--- config.mk ---
export PLATFORM = sky130hd
export DESIGN_NAME = sc_rx_parity
export DESIGN_NICKNAME = d
export VERILOG_FILES = /design/src/rtl/sc_rx_parity.sv
export SDC_FILE = /design/constraint.sdc
export NUM_CORES = 1
export LEC_CHECK = 0
export BUFFER_PORTS_ARGS = -buffer_cell sky130_fd_sc_hd__buf_2
export CORE_UTILIZATION = 41
export DETAILED_ROUTE_END_ITERATION = 10
export SYNTH_ARGS = -nofsm -noshare
export SYNTH_HDL_FRONTEND = slang
export SYNTH_SLANG_ARGS = --single-unit
--- constraint.sdc ---
create_clock -name clk -period 3.44 [get_ports clk]
set_clock_uncertainty 0.05 [all_clocks]
set_input_delay 0.344 -clock clk [delete_from_list [all_inputs] [get_ports clk]]
set_output_delay 0.344 -clock clk [all_outputs]
set_load 0.02 [all_outputs]
--- src/rtl/sc_rx_parity.sv ---
module sc_rx_parity #(
  parameter int OSR   = 16,
  parameter int DBITS = 8
) (
  input  logic             clk,
  input  logic             rst_n,
  input  logic             os_tick,
  input  logic             rx_in,
  input  logic             nack_en,
  input  logic             block_mode,
  output logic [DBITS-1:0] rx_data,
  output logic             rx_valid,
  output logic             parity_err,
  output logic             noise_err,
  output logic             frame_err,
  output logic             line_pull_low
);
  localparam int STOP_LEN = OSR + OSR / 2;
  localparam int CW       = $clog2(STOP_LEN + 1);
  localparam int BW       = $clog2(DBITS + 3);
  localparam logic [CW-1:0] S_FIRST = CW'(OSR / 2);
  localparam logic [CW-1:0] S_LAST  = CW'(OSR / 2 + 2);
  localparam logic [CW-1:0] T_BIT   = CW'(OSR);
  localparam logic [CW-1:0] T_STOP  = CW'(STOP_LEN);
  localparam logic [BW-1:0] PAR_IDX = BW'(DBITS + 1);

  typedef enum logic [1:0] {IDLE, RXB, STOP} st_t;

  st_t              st;
  logic [CW-1:0]    cnt;
  logic [BW-1:0]    bitn;
  logic [1:0]       ones;
  logic [DBITS-1:0] shreg;
  logic             par_b;
  logic             noise_acc;

  logic [CW-1:0] t;
  logic          smp, last, vote, split, perr, nack_ok;
  logic [1:0]    ones_nx;

  assign t       = cnt + 1'b1;
  assign smp     = (t >= S_FIRST) && (t <= S_LAST);
  assign last    = (t == S_LAST);
  assign ones_nx = ones + {1'b0, rx_in};
  assign vote    = ones_nx >= 2'd2;
  assign split   = (ones_nx == 2'd1) || (ones_nx == 2'd2);
  assign perr    = ^{shreg, par_b};
  assign nack_ok = !block_mode || nack_en;

  always_ff @(posedge clk or negedge rst_n) begin
    if (!rst_n) begin
      st            <= IDLE;
      cnt           <= '0;
      bitn          <= '0;
      ones          <= '0;
      shreg         <= '0;
      par_b         <= 1'b0;
      noise_acc     <= 1'b0;
      rx_data       <= '0;
      rx_valid      <= 1'b0;
      parity_err    <= 1'b0;
      noise_err     <= 1'b0;
      frame_err     <= 1'b0;
      line_pull_low <= 1'b0;
    end else begin
      rx_valid <= 1'b0;
      if (os_tick) begin
        case (st)
          IDLE: begin
            if (!rx_in) begin
              st        <= RXB;
              cnt       <= CW'(1);
              bitn      <= '0;
              ones      <= '0;
              noise_acc <= 1'b0;
            end
          end
          RXB: begin
            cnt <= t;
            if (smp) ones <= ones_nx;
            if (last) begin
              ones      <= '0;
              noise_acc <= noise_acc | split;
              if (bitn == '0) begin
                if (vote) st <= IDLE;
              end else if (bitn <= BW'(DBITS)) begin
                shreg <= {vote, shreg[DBITS-1:1]};
              end else begin
                par_b <= vote;
              end
            end
            if (t == T_BIT) begin
              cnt  <= '0;
              bitn <= bitn + 1'b1;
              if (bitn == PAR_IDX) st <= STOP;
            end
          end
          STOP: begin
            cnt <= t;
            if (smp) ones <= ones_nx;
            if (last) begin
              ones          <= '0;
              rx_valid      <= 1'b1;
              rx_data       <= shreg;
              parity_err    <= perr;
              noise_err     <= noise_acc | split;
              frame_err     <= !vote;
              line_pull_low <= perr && nack_ok;
            end
            if (t == T_STOP) begin
              st            <= IDLE;
              cnt           <= '0;
              line_pull_low <= 1'b0;
            end
          end
          default: st <= IDLE;
        endcase
      end
    end
  end

  p_drive_in_stop_r8: assert property (@(posedge clk) disable iff (!rst_n)
    line_pull_low |-> (st == STOP));

  p_idle_released_r8: assert property (@(posedge clk) disable iff (!rst_n)
    (st == IDLE) |-> !line_pull_low);

  p_valid_single_r5: assert property (@(posedge clk) disable iff (!rst_n)
    rx_valid |=> !rx_valid);

  p_valid_in_stop_r10: assert property (@(posedge clk) disable iff (!rst_n)
    rx_valid |-> (st == STOP));

  p_nack_gate_r9: assert property (@(posedge clk) disable iff (!rst_n)
    $rose(line_pull_low) |-> (parity_err && (!block_mode || nack_en)));

  p_nack_with_valid_r8: assert property (@(posedge clk) disable iff (!rst_n)
    $rose(line_pull_low) |-> rx_valid);

endmodule

* Word level (Yosys, flattened, before mapping) *
Cells that the tools add are included.

storage, ports and cells
  flip-flop bits (word level) = 36
  bits of input ports = 6
  output and inout bits = 13
  word-level logic and storage cells = 86

operators by class
  add/subtract/negate cells = 3
  $lt $le $gt $ge = 4
  equal/unequal tests = 13
  mux-type cells = 27
  bitwise operators = 3
  reduce and logical (&&, ||, !) cells = 23

operators by type and width
  kind                   number
  $mux W2                10
  $mux W5                3
  $pmux W5 S3            1
  $reduce_and A3 Y1      4
  $reduce_and A4 Y1      3
  $eq A5 B5 Y1 const B   2
  $reduce_and A5 Y1      2
  $reduce_xor A9 Y1      1
  $mux W4                2
  $ne A2 B2 Y1 const B   4
  $pmux W4 S2            1
  $mux W1                7
  $pmux W2 S3            1
  $reduce_bool A2 Y1     3
  $add A5 B1 Y5 const B  1
  $eq A5 B4 Y1 const B   1
  $ge A5 B4 Y1 const B   1
  $le A5 B4 Y1 const B   1
  $add A4 B1 Y4 const B  1
  $eq A2 B1 Y1 const B   2
  $eq A2 B2 Y1 const B   2
  $eq A4 B4 Y1 const B   1
  $le A4 B4 Y1 const B   1
  $logic_not A4 Y1       1
  13 further kinds       17

* Depth between registers and ports, before layout *
  depth after elaboration = 8
  gate-level depth with buffers = 9
  depth with buffers taken out = 8

* Least setup slack after synthesis *
Ideal clock, no wire load.

  path kind = flip-flop to flip-flop
  from = register cnt[0]
  to = register shreg[0]
  setup time = 0.125 ns
  arrival time = 2.159 ns
  required time = 3.265 ns
  slack = 1.106 ns
  stages on the path, launching flop included = 7
  buffers on the path = 0
  clock period less this slack = 2.334 ns
  cell sequence = dfrtp_1 > ha_1 > or3_1 > o21ai_2 > nand3_4 > nor4b_4 > mux2_2

on the way
  word-level cells in the longest chain between the ends = 3

RTL lines
  what                                RTL line  source
  from (decl)                         30        logic [CW-1:0] cnt;
  from (signal assigned)              79        cnt <= t;
  from (signal assigned)              99        cnt <= t;
  $add A5 B1 Y5                       41        assign t = cnt + 1'b1;
  $eq A5 B4 Y1                        43        assign last = (t == S_LAST);
  $reduce_and A5 Y1 (no source line)  --
  to (signal assigned)                87        shreg <= {vote, shreg[DBITS-1:1]};
  to (decl)                           33        logic [DBITS-1:0] shreg;

Every way passes these cells.
A chain may end at the register's enable or synchronous reset.

* Final worst setup path *
  from = register cnt[0]
  to = register shreg[2]

The elaborated chain is that of the path after synthesis.

==> results.toml <==
[outcome]
status = "finished, violations left"
violations = "DRC"

[cts]
cts.sinks = 36
ctsHoldBuffers = 0
postCtsResizedCells = 0
clk_pin_slew_ps = 80
cts_setup_buffers = 0
clk_latency_ps = 290
htreeDepth = 2
cts_buffers = 5
ctsLongestPathBuffers = 2
tritoncts = "yes"
root_buffer = "clkbuf_8"

[logic_synthesis]
synth_cell_type_count = 39
syn_inst = 185
yosysMostFrequentCell = "dfrtp_1"
ys_warn_count = 0
synth-seq-cells = 36
avgSynthCellArea_um2 = 10.7
synth-main-ff-cell = "dfrtp_1"
post-synth-top-area-cell = "dfrtp_1"
synth_nets = 201
yosys-top-cells-count = "dfrtp_1, mux2_2, nand2_1"
synth_edf_count = 0
synth_area_leaders = "dfrtp_1, mux2_2, ha_1"
syn-cell-area_mm2 = 0.00197
seq_area_frac_synth_pct = 45.7
synth_top_area_share_pct = 45.7
ys_async_sr_fraction_pct = 100

[grt]
antenna_found_initial = 0
grt_use_total_pct = 17.0
grt_pass1_wl_mm = 6.60
grt_pass1_vias = 1423
overflow = 0
grt_start_max_net_pins = 37

[drt]
drtPass1Iterations = 7
drc = 4
vias = 1421
ant_nets = 0
wirelength_mm = 3.82
vias_per_cell = 5.47
drt_iter0_markers = 120
avgRoutedWirePerCell_um = 14.7

[pwr]
peakVddDrop_v = 0.000220
power.density_mw_per_mm2 = 618
finalPower_w = 0.00138
power_leakage_nw = 1.09

[timing]
finalCritPeriodShare_pct = 75.1
maxSlewHeadroom_pct = 46.5
fin_crit_ps = 2580
final_hold_viol_count = 0
setup_violations = 0
tightest_slew_ps = 803
finalSetupTns_ps = 0
clock.fmax_ghz = 0.387
rsz0062_at_grt = "false"
drv_slew = 0

[cells_and_area]
multiInputGateArea_mm2 = 0.00103
fillerInstances = 419
antenna_cells = 0
final_cells = 260
area_growth_pct = 13.1
finalNetCount = 223
drive_gt1_share_pct = 26.0
seqCellArea_um2 = 901
postLayoutCoreUtil_pct = 49.9

[worst_setup_path]
crit_required_ps = 3570
crit_path_end_kind = "flip-flop"
slowest_delay_ps = 590
cp_max_fo = 8
critical_path_class = "reg -> reg"
cp-start-kind = "flip-flop"
slowest_stage = "nor4b_4"
worstPathArrival_ps = 2710
critPathTopFamily = "simple AND/OR/NAND/NOR gates"
cp_cell_sequence = "ha_1, or3_1, o21ai_2, nand3_4, nor4b_4, mux2_2"
timing.critical_path.buf_inv = 0

[die]
boundaryPins = 19
core_area_mm2 = 0.00447
start_util_pct = 44.1
die_w_um = 71.4
die_y_um = 71.4
rows = 24
dieArea_mm2 = 0.00509

[placement]
place_congestion = 0.853
dp_hpwl_mm = 2.81
place_inst = 252
numPortBuffers = 18

[worst_hold_path]
min_path_type = "in -> async"

[run]
cap_violations = 0
path summary, 6_finish.rpt:
| kind | from | end | slack, ps | cells past startpoint |
|---|---|---|---|---|
| min in group clk | block_mode | line_pull_low$_DFFE_PN0P_ | 310 | 4 |
| worst min register to register | rx_data[0]$_DFFE_PN0P_ | rx_data[0]$_DFFE_PN0P_ | 450 | 1 |
| max in group asynchronous | rst_n | st[0]$_DFFE_PN0P_ | 2740 | 1 |
| worst min-delay path | rst_n | cnt[3]$_DFFE_PN0P_ | 70 | 1 |
| worst max register to register | cnt[0]$_DFFE_PN0P_ | shreg[2]$_DFFE_PN0P_ | 860 | 6 |
| worst max-delay path | cnt[0]$_DFFE_PN0P_ | shreg[2]$_DFFE_PN0P_ | 860 | 6 |
cells in the final DEF (no fill, tap or decap), types with 2 or more instances in the layout:
cell and count:
buf_2 18, buf_4 2, or2_2 2, ha_1 10
o21a_1 2, xor2_1 2, nand2b_1 6, xnor2_1 8
inv_1 7, o221ai_1 2, a21oi_1 4, and2_1 2
dfrtp_1 36, or3_1 2, nor3_1 4, nand3_1 9
nor2_1 11, mux2_2 20, mux2i_1 5, nand2_1 17
o21ai_0 12, clkbuf_8 5, o31ai_1 2
final cells by class:
class,instances,area share [%]
tap,52,2.92
timing repair buffer,20,4.71
sequential,36,40.4
inverter,7,1.18
clock buffer,6,3.25
multi-input combinational,137,46.0
clock inverter,2,1.57
logic make-up (layout without fill, tap and decap cells):
kind of cell | count (synthesis) | count (layout) | share of synthesized area, %
adders and majority gates | 10 | 10 | 6.34
muxes | 25 | 25 | 14.0
AOI/OAI and AO/OA | 31 | 31 | 10.3
DFF | 36 | 36 | 45.7
and+or+nand+nor | 61 | 61 | 17.0
buffers and inverters | 12 | 35 | 2.35
xor gates and xnor gates | 10 | 10 | 4.44
routing by layer:
metal	vias to the layer above	wire, um	track usage, %
li1	698	-	-
met1	688	1850	22.5
met2	28	1730	26.3
met3	7	142	3.38
met4	0	87	9.56
met5	-	0	0
sequential cells by signal (all words and copies together) (netlist names):
signal         count
par_b              1
rx_data            8
noise_err          1
parity_err         1
st                 2
cnt                5
rx_valid           1
bitn               4
noise_acc          1
ones               2
shreg              8
line_pull_low      1
frame_err          1
metrics by stage:
step           hold WS (ps)  setup slack [ps]  instance area (um^2)
2_1_floorplan         -1.59              1110                  1970
3_3_place_gp            425               961                  2120
3_5_place_dp            441               883                  2120
4_1_cts                 121               865                  2230
5_1_grt                 162               735                  2230
6_report               71.5               856                  2230
power by group:
part	internal, W	switching [W]	leakage [nW]	total [W]
Combinational	0.000178	0.000288	0.539	0.000466
Sequential	0.000475	0.0000662	0.491	0.000541
Clock	0.000215	0.000156	0.0552	0.000371
Power figures use the tool's default switching activity.
